`config.mk`:
```
export PLATFORM = sky130hd
export DESIGN_NAME = instr_decoder_ij
export DESIGN_NICKNAME = d
export VERILOG_FILES = /design/src/rtl/ij_dec_pkg.sv /design/src/rtl/ij_class_decode.sv /design/src/rtl/ij_ctrl_gen.sv /design/src/rtl/ij_imm_build.sv /design/src/rtl/instr_decoder_ij.sv
export SDC_FILE = /design/constraint.sdc
export NUM_CORES = 1
export LEC_CHECK = 0
export ABC_AREA = 1
export BUFFER_PORTS_ARGS = -buffer_cell sky130_fd_sc_hd__buf_2
export CAP_MARGIN = 10
export CORE_MARGIN = 2
export CORE_UTILIZATION = 32
export DETAILED_ROUTE_END_ITERATION = 16
export GPL_TIMING_DRIVEN = 0
export PLACE_DENSITY = 0.87
export SLEW_MARGIN = 40
export SYNTH_ARGS = -nofsm -noshare
export SYNTH_HDL_FRONTEND = slang
export SYNTH_SLANG_ARGS = --single-unit
```
`constraint.sdc`:
```
create_clock -name vclk -period 2.25
set_clock_uncertainty 0.2 [all_clocks]
set_input_delay 0.1125 -clock vclk [all_inputs]
set_output_delay 0.1125 -clock vclk [all_outputs]
set_load 0.1 [all_outputs]
```
`src/rtl/ij_dec_pkg.sv`:
```
package ij_dec_pkg;
    localparam int ILEN   = 32;
    localparam int OPC_W  = 7;
    localparam int RSEL_W = 5;
    localparam int F3_W   = 3;
    localparam int IIMM_W = 12;
    localparam int JIMM_W = 21;

    localparam logic [OPC_W-1:0] OPC_OPIMM = 7'b0010011;
    localparam logic [OPC_W-1:0] OPC_JAL   = 7'b1101111;
    localparam logic [F3_W-1:0]  F3_ADDI   = 3'b000;

    typedef enum logic [1:0] {
        CLS_NONE = 2'd0,
        CLS_ADDI = 2'd1,
        CLS_JAL  = 2'd2
    } insn_class_e;

    typedef enum logic {
        OPA_RS1 = 1'b0,
        OPA_PC  = 1'b1
    } opa_sel_e;

    typedef enum logic {
        OPB_RS2 = 1'b0,
        OPB_IMM = 1'b1
    } opb_sel_e;

    typedef enum logic {
        WB_ALU = 1'b0,
        WB_PC4 = 1'b1
    } wb_sel_e;

    typedef struct packed {
        logic     reg_we;
        logic     pc_load;
        opa_sel_e opa;
        opb_sel_e opb;
        wb_sel_e  wb;
    } ctrl_t;
endpackage

```
`src/rtl/ij_class_decode.sv`:
```
module ij_class_decode
    import ij_dec_pkg::*;
(
    input  logic [OPC_W-1:0] opcode_i,
    input  logic [F3_W-1:0]  funct3_i,
    output insn_class_e      cls_o
);
    always_comb begin
        cls_o = CLS_NONE;
        unique case (opcode_i)
            OPC_JAL:   cls_o = CLS_JAL;
            OPC_OPIMM: cls_o = (funct3_i == F3_ADDI) ? CLS_ADDI : CLS_NONE;
            default:   cls_o = CLS_NONE;
        endcase
    end
endmodule

```
`src/rtl/ij_ctrl_gen.sv`:
```
module ij_ctrl_gen
    import ij_dec_pkg::*;
(
    input  insn_class_e cls_i,
    output ctrl_t       ctrl_o
);
    always_comb begin
        ctrl_o = '{reg_we: 1'b0, pc_load: 1'b0, opa: OPA_RS1, opb: OPB_RS2, wb: WB_ALU};
        unique case (cls_i)
            CLS_ADDI: ctrl_o = '{reg_we: 1'b1, pc_load: 1'b0, opa: OPA_RS1, opb: OPB_IMM, wb: WB_ALU};
            CLS_JAL:  ctrl_o = '{reg_we: 1'b1, pc_load: 1'b1, opa: OPA_PC,  opb: OPB_IMM, wb: WB_PC4};
            default:  ctrl_o = '{reg_we: 1'b0, pc_load: 1'b0, opa: OPA_RS1, opb: OPB_RS2, wb: WB_ALU};
        endcase
    end
endmodule

```
`src/rtl/ij_imm_build.sv`:
```
module ij_imm_build
    import ij_dec_pkg::*;
#(
    parameter int XLEN = 32
) (
    input  logic [ILEN-1:0] instr_i,
    input  logic            jump_fmt_i,
    output logic [XLEN-1:0] imm_o
);
    localparam int I_EXT = XLEN - IIMM_W;
    localparam int J_EXT = XLEN - JIMM_W;

    logic [IIMM_W-1:0] i_raw;
    logic [JIMM_W-1:0] j_raw;
    logic [XLEN-1:0]   i_full;
    logic [XLEN-1:0]   j_full;

    assign i_raw = instr_i[31:20];
    // reassemble the scattered jump offset; lowest bit is implied zero
    assign j_raw = {instr_i[31], instr_i[19:12], instr_i[20], instr_i[30:21], 1'b0};

    generate
        if (J_EXT > 0) begin : g_jext
            assign j_full = {{J_EXT{j_raw[JIMM_W-1]}}, j_raw};
        end else begin : g_jfit
            assign j_full = j_raw[XLEN-1:0];
        end
    endgenerate

    assign i_full = {{I_EXT{i_raw[IIMM_W-1]}}, i_raw};
    assign imm_o  = jump_fmt_i ? j_full : i_full;
endmodule

```
`src/rtl/instr_decoder_ij.sv`:
```
module instr_decoder_ij
    import ij_dec_pkg::*;
#(
    parameter int XLEN = 32
) (
    input  logic [31:0]     instr_i,
    output logic [4:0]      rs1_sel_o,
    output logic [4:0]      rs2_sel_o,
    output logic [4:0]      rd_sel_o,
    output logic [2:0]      funct3_o,
    output logic [XLEN-1:0] imm_o,
    output logic            reg_we_o,
    output logic            pc_load_o,
    output logic            alu_a_sel_o,
    output logic            alu_b_sel_o,
    output logic            wb_sel_o
);
    insn_class_e cls;
    ctrl_t       ctrl;

    assign rd_sel_o  = instr_i[11:7];
    assign funct3_o  = instr_i[14:12];
    assign rs1_sel_o = instr_i[19:15];
    assign rs2_sel_o = instr_i[24:20];

    ij_class_decode u_class (
        .opcode_i (instr_i[6:0]),
        .funct3_i (instr_i[14:12]),
        .cls_o    (cls)
    );

    ij_ctrl_gen u_ctrl (
        .cls_i  (cls),
        .ctrl_o (ctrl)
    );

    ij_imm_build #(.XLEN(XLEN)) u_imm (
        .instr_i    (instr_i),
        .jump_fmt_i (instr_i[6:0] == OPC_JAL),
        .imm_o      (imm_o)
    );

    assign reg_we_o    = ctrl.reg_we;
    assign pc_load_o   = ctrl.pc_load;
    assign alu_a_sel_o = ctrl.opa;
    assign alu_b_sel_o = ctrl.opb;
    assign wb_sel_o    = ctrl.wb;
endmodule

```
==> results.py <==
metrics = {
    "drt": {
        "first_iter_violations": 1,
        "ant_nets": 0,
        "dr.pass1.iters": 3,
        "vias": 690,
        "drcViolationCount": 0,
        "drt_wl_total_um": 1490,
        "wl_per_cell_um": 8.81,
        "vias_per_cell": 4.08,
    },
    "clock_network": {
        "hold_buffers": 0,
        "cts_resized": 0,
        "post_cts_buffers": 0,
    },
    "timing": {
        "worst_slew_pin_slew_ps": 503,
        "period_minus_slack_ps": 1750,
        "setup_tns_ps": 0,
        "whs_ps": 409,
        "slew_violations": 0,
        "setup_viol": 0,
        "fmax_mhz": 571,
        "slew_headroom": 0.667,
        "hold_viol": 0,
        "post-route-period-util": 0.779,
        "rsz0062_at_grt": "false",
    },
    "placed_design": {
        "place.gp.congestion": 0.691,
        "place_inst": 169,
        "hpwlAfterDp_um": 1400,
        "dpl_cell_area_um2": 902,
        "numPortBuffers": 72,
    },
    "floorplanning": {
        "io_pins": 87,
        "die_y_um": 44.4,
        "die_width_um": 44.4,
        "rows": 14,
        "die-area_um2": 1970,
        "coreArea_um2": 1520,
        "start_util": 0.342,
    },
    "grt": {
        "grt_pass1_vias": 532,
        "grt_pass1_wl_um": 2130,
        "grt_usage": 0.138,
        "grt-ovfl-total": 0,
        "grt_max_degree": 14,
        "antenna_found_initial": 0,
    },
    "synthesis": {
        "syn_area_um2": 522,
        "syn_avg_cell_area_um2": 6.44,
        "synth-seq-area-share": 0,
        "syn_nets": 114,
        "synthCells": 81,
        "yosys_warnings": 0,
        "yosysUniqueCellTypes": 11,
    },
    "critical_path": {
        "startpoint_type": "primary input",
        "cp-end-kind": "primary output",
        "critPathRequiredTime_ps": 1940,
        "crit_chain": "buf_2 > nand2_1 > nor2_4 > nand2_4 > inv_2 > ha_1 > inv_1 > buf_4 > buf_2",
        "worstSetupPathDepth": 9,
        "slowest_stage": "buf_2",
        "crit_top_cell": "buf_2",
        "crit_family": "buffers and inverters",
        "critPathMaxStageDelay_ps": 410,
        "worstPathMaxFanout": 10,
        "critPathKind": "in2out",
        "crit_buf_inv": 5,
        "critPathArrivalTime_ps": 1440,
    },
    "power_and_ir_drop": {
        "power_w": 0.000496,
        "vdd_drop_max_mv": 0.411,
        "power_density_nw_per_um2": 549,
        "p_leak_nw": 0.614,
    },
    "layout": {
        "layout.nets": 188,
        "layout-drive-gt1-share": 0.797,
        "seq_area_um2": 0,
        "n_antenna_cell": 0,
        "nClkBuffers": 0,
        "nFillCells": 146,
        "final_area_um2": 902,
        "nFlopsAndLatches": 0,
        "area_growth_pct": 72.9,
        "multiInputGateArea_um2": 184,
        "final_common_cell": "buf_2",
        "layout_common_cells": "buf_2 (72), buf_4 (43), nand2_1 (13)",
        "layoutNonFillerInstCount": 169,
    },
    "worst_hold_path": {
        "hold_depth": 2,
        "hold_class": "in2out",
    },
    "run": {
        "maxCapViolCount": 0,
    },
    "status": {
        "status": "finished clean",
    },
}
==> where the power goes <==
part	internal [W]	switching, W	total [W]
combinational	0.0000905	0.000405	0.000496
clock	0	0	0
sequential	0	0	0
total	0.0000905	0.000405	0.000496
==> layout make-up <==
class                           count  share of cell area
Multi-Input combinational cell     34               0.204
Tap cell                           16              0.0222
Buffer                             43               0.358
Timing Repair Buffer               72               0.399
Inverter                            4              0.0166
==> kinds of logic (layout without fill, tap and decap cells) <==
kind of cell | after synthesis | in the layout | share of synthesized area
simple gates | 33 | 33 | 0.329
buf+inv | 47 | 119 | 0.647
fa+ha+maj | 1 | 1 | 0.0240
==> metrics by stage <==
stage | utilization | setup slack [ps]
after floorplan | - | 179
after global placement | 0.592 | 492
after detailed placement | 0.592 | 485
after CTS | 0.592 | 485
after global routing | 0.592 | 393
final | 0.592 | 498
==> per-layer routing <==
| layer | wire length (µm) | vias to the layer above | track usage |
|---|---|---|---|
| met3 | 196 | 0 | 0.0204 |
| met4 | 0 | 0 | 0 |
| li1 | - | 356 | - |
| met5 | 0 | - | 0 |
| met2 | 828 | 49 | 0.297 |
| met1 | 464 | 285 | 0.144 |
==> cells in the mapped netlist <==
library cell	instances	area share
nand2_2	2	0.024
nor3_1	1	0.0096
nor2_4	2	0.043
nand2_4	2	0.043
buf_4	43	0.62
nand3_1	9	0.086
inv_2	1	0.0072
ha_1	1	0.024
inv_1	3	0.022
nor2_1	4	0.029
nand2_1	13	0.094
==> path summary, 6_finish.rpt <==
kind	startpoint	endpoint	slack [ps]
setup / recovery	instr_i[6]	reg_we_o	500
hold / removal	instr_i[23]	rs2_sel_o[3]	410
No activity file was read; power rests on OpenSTA's default activity.
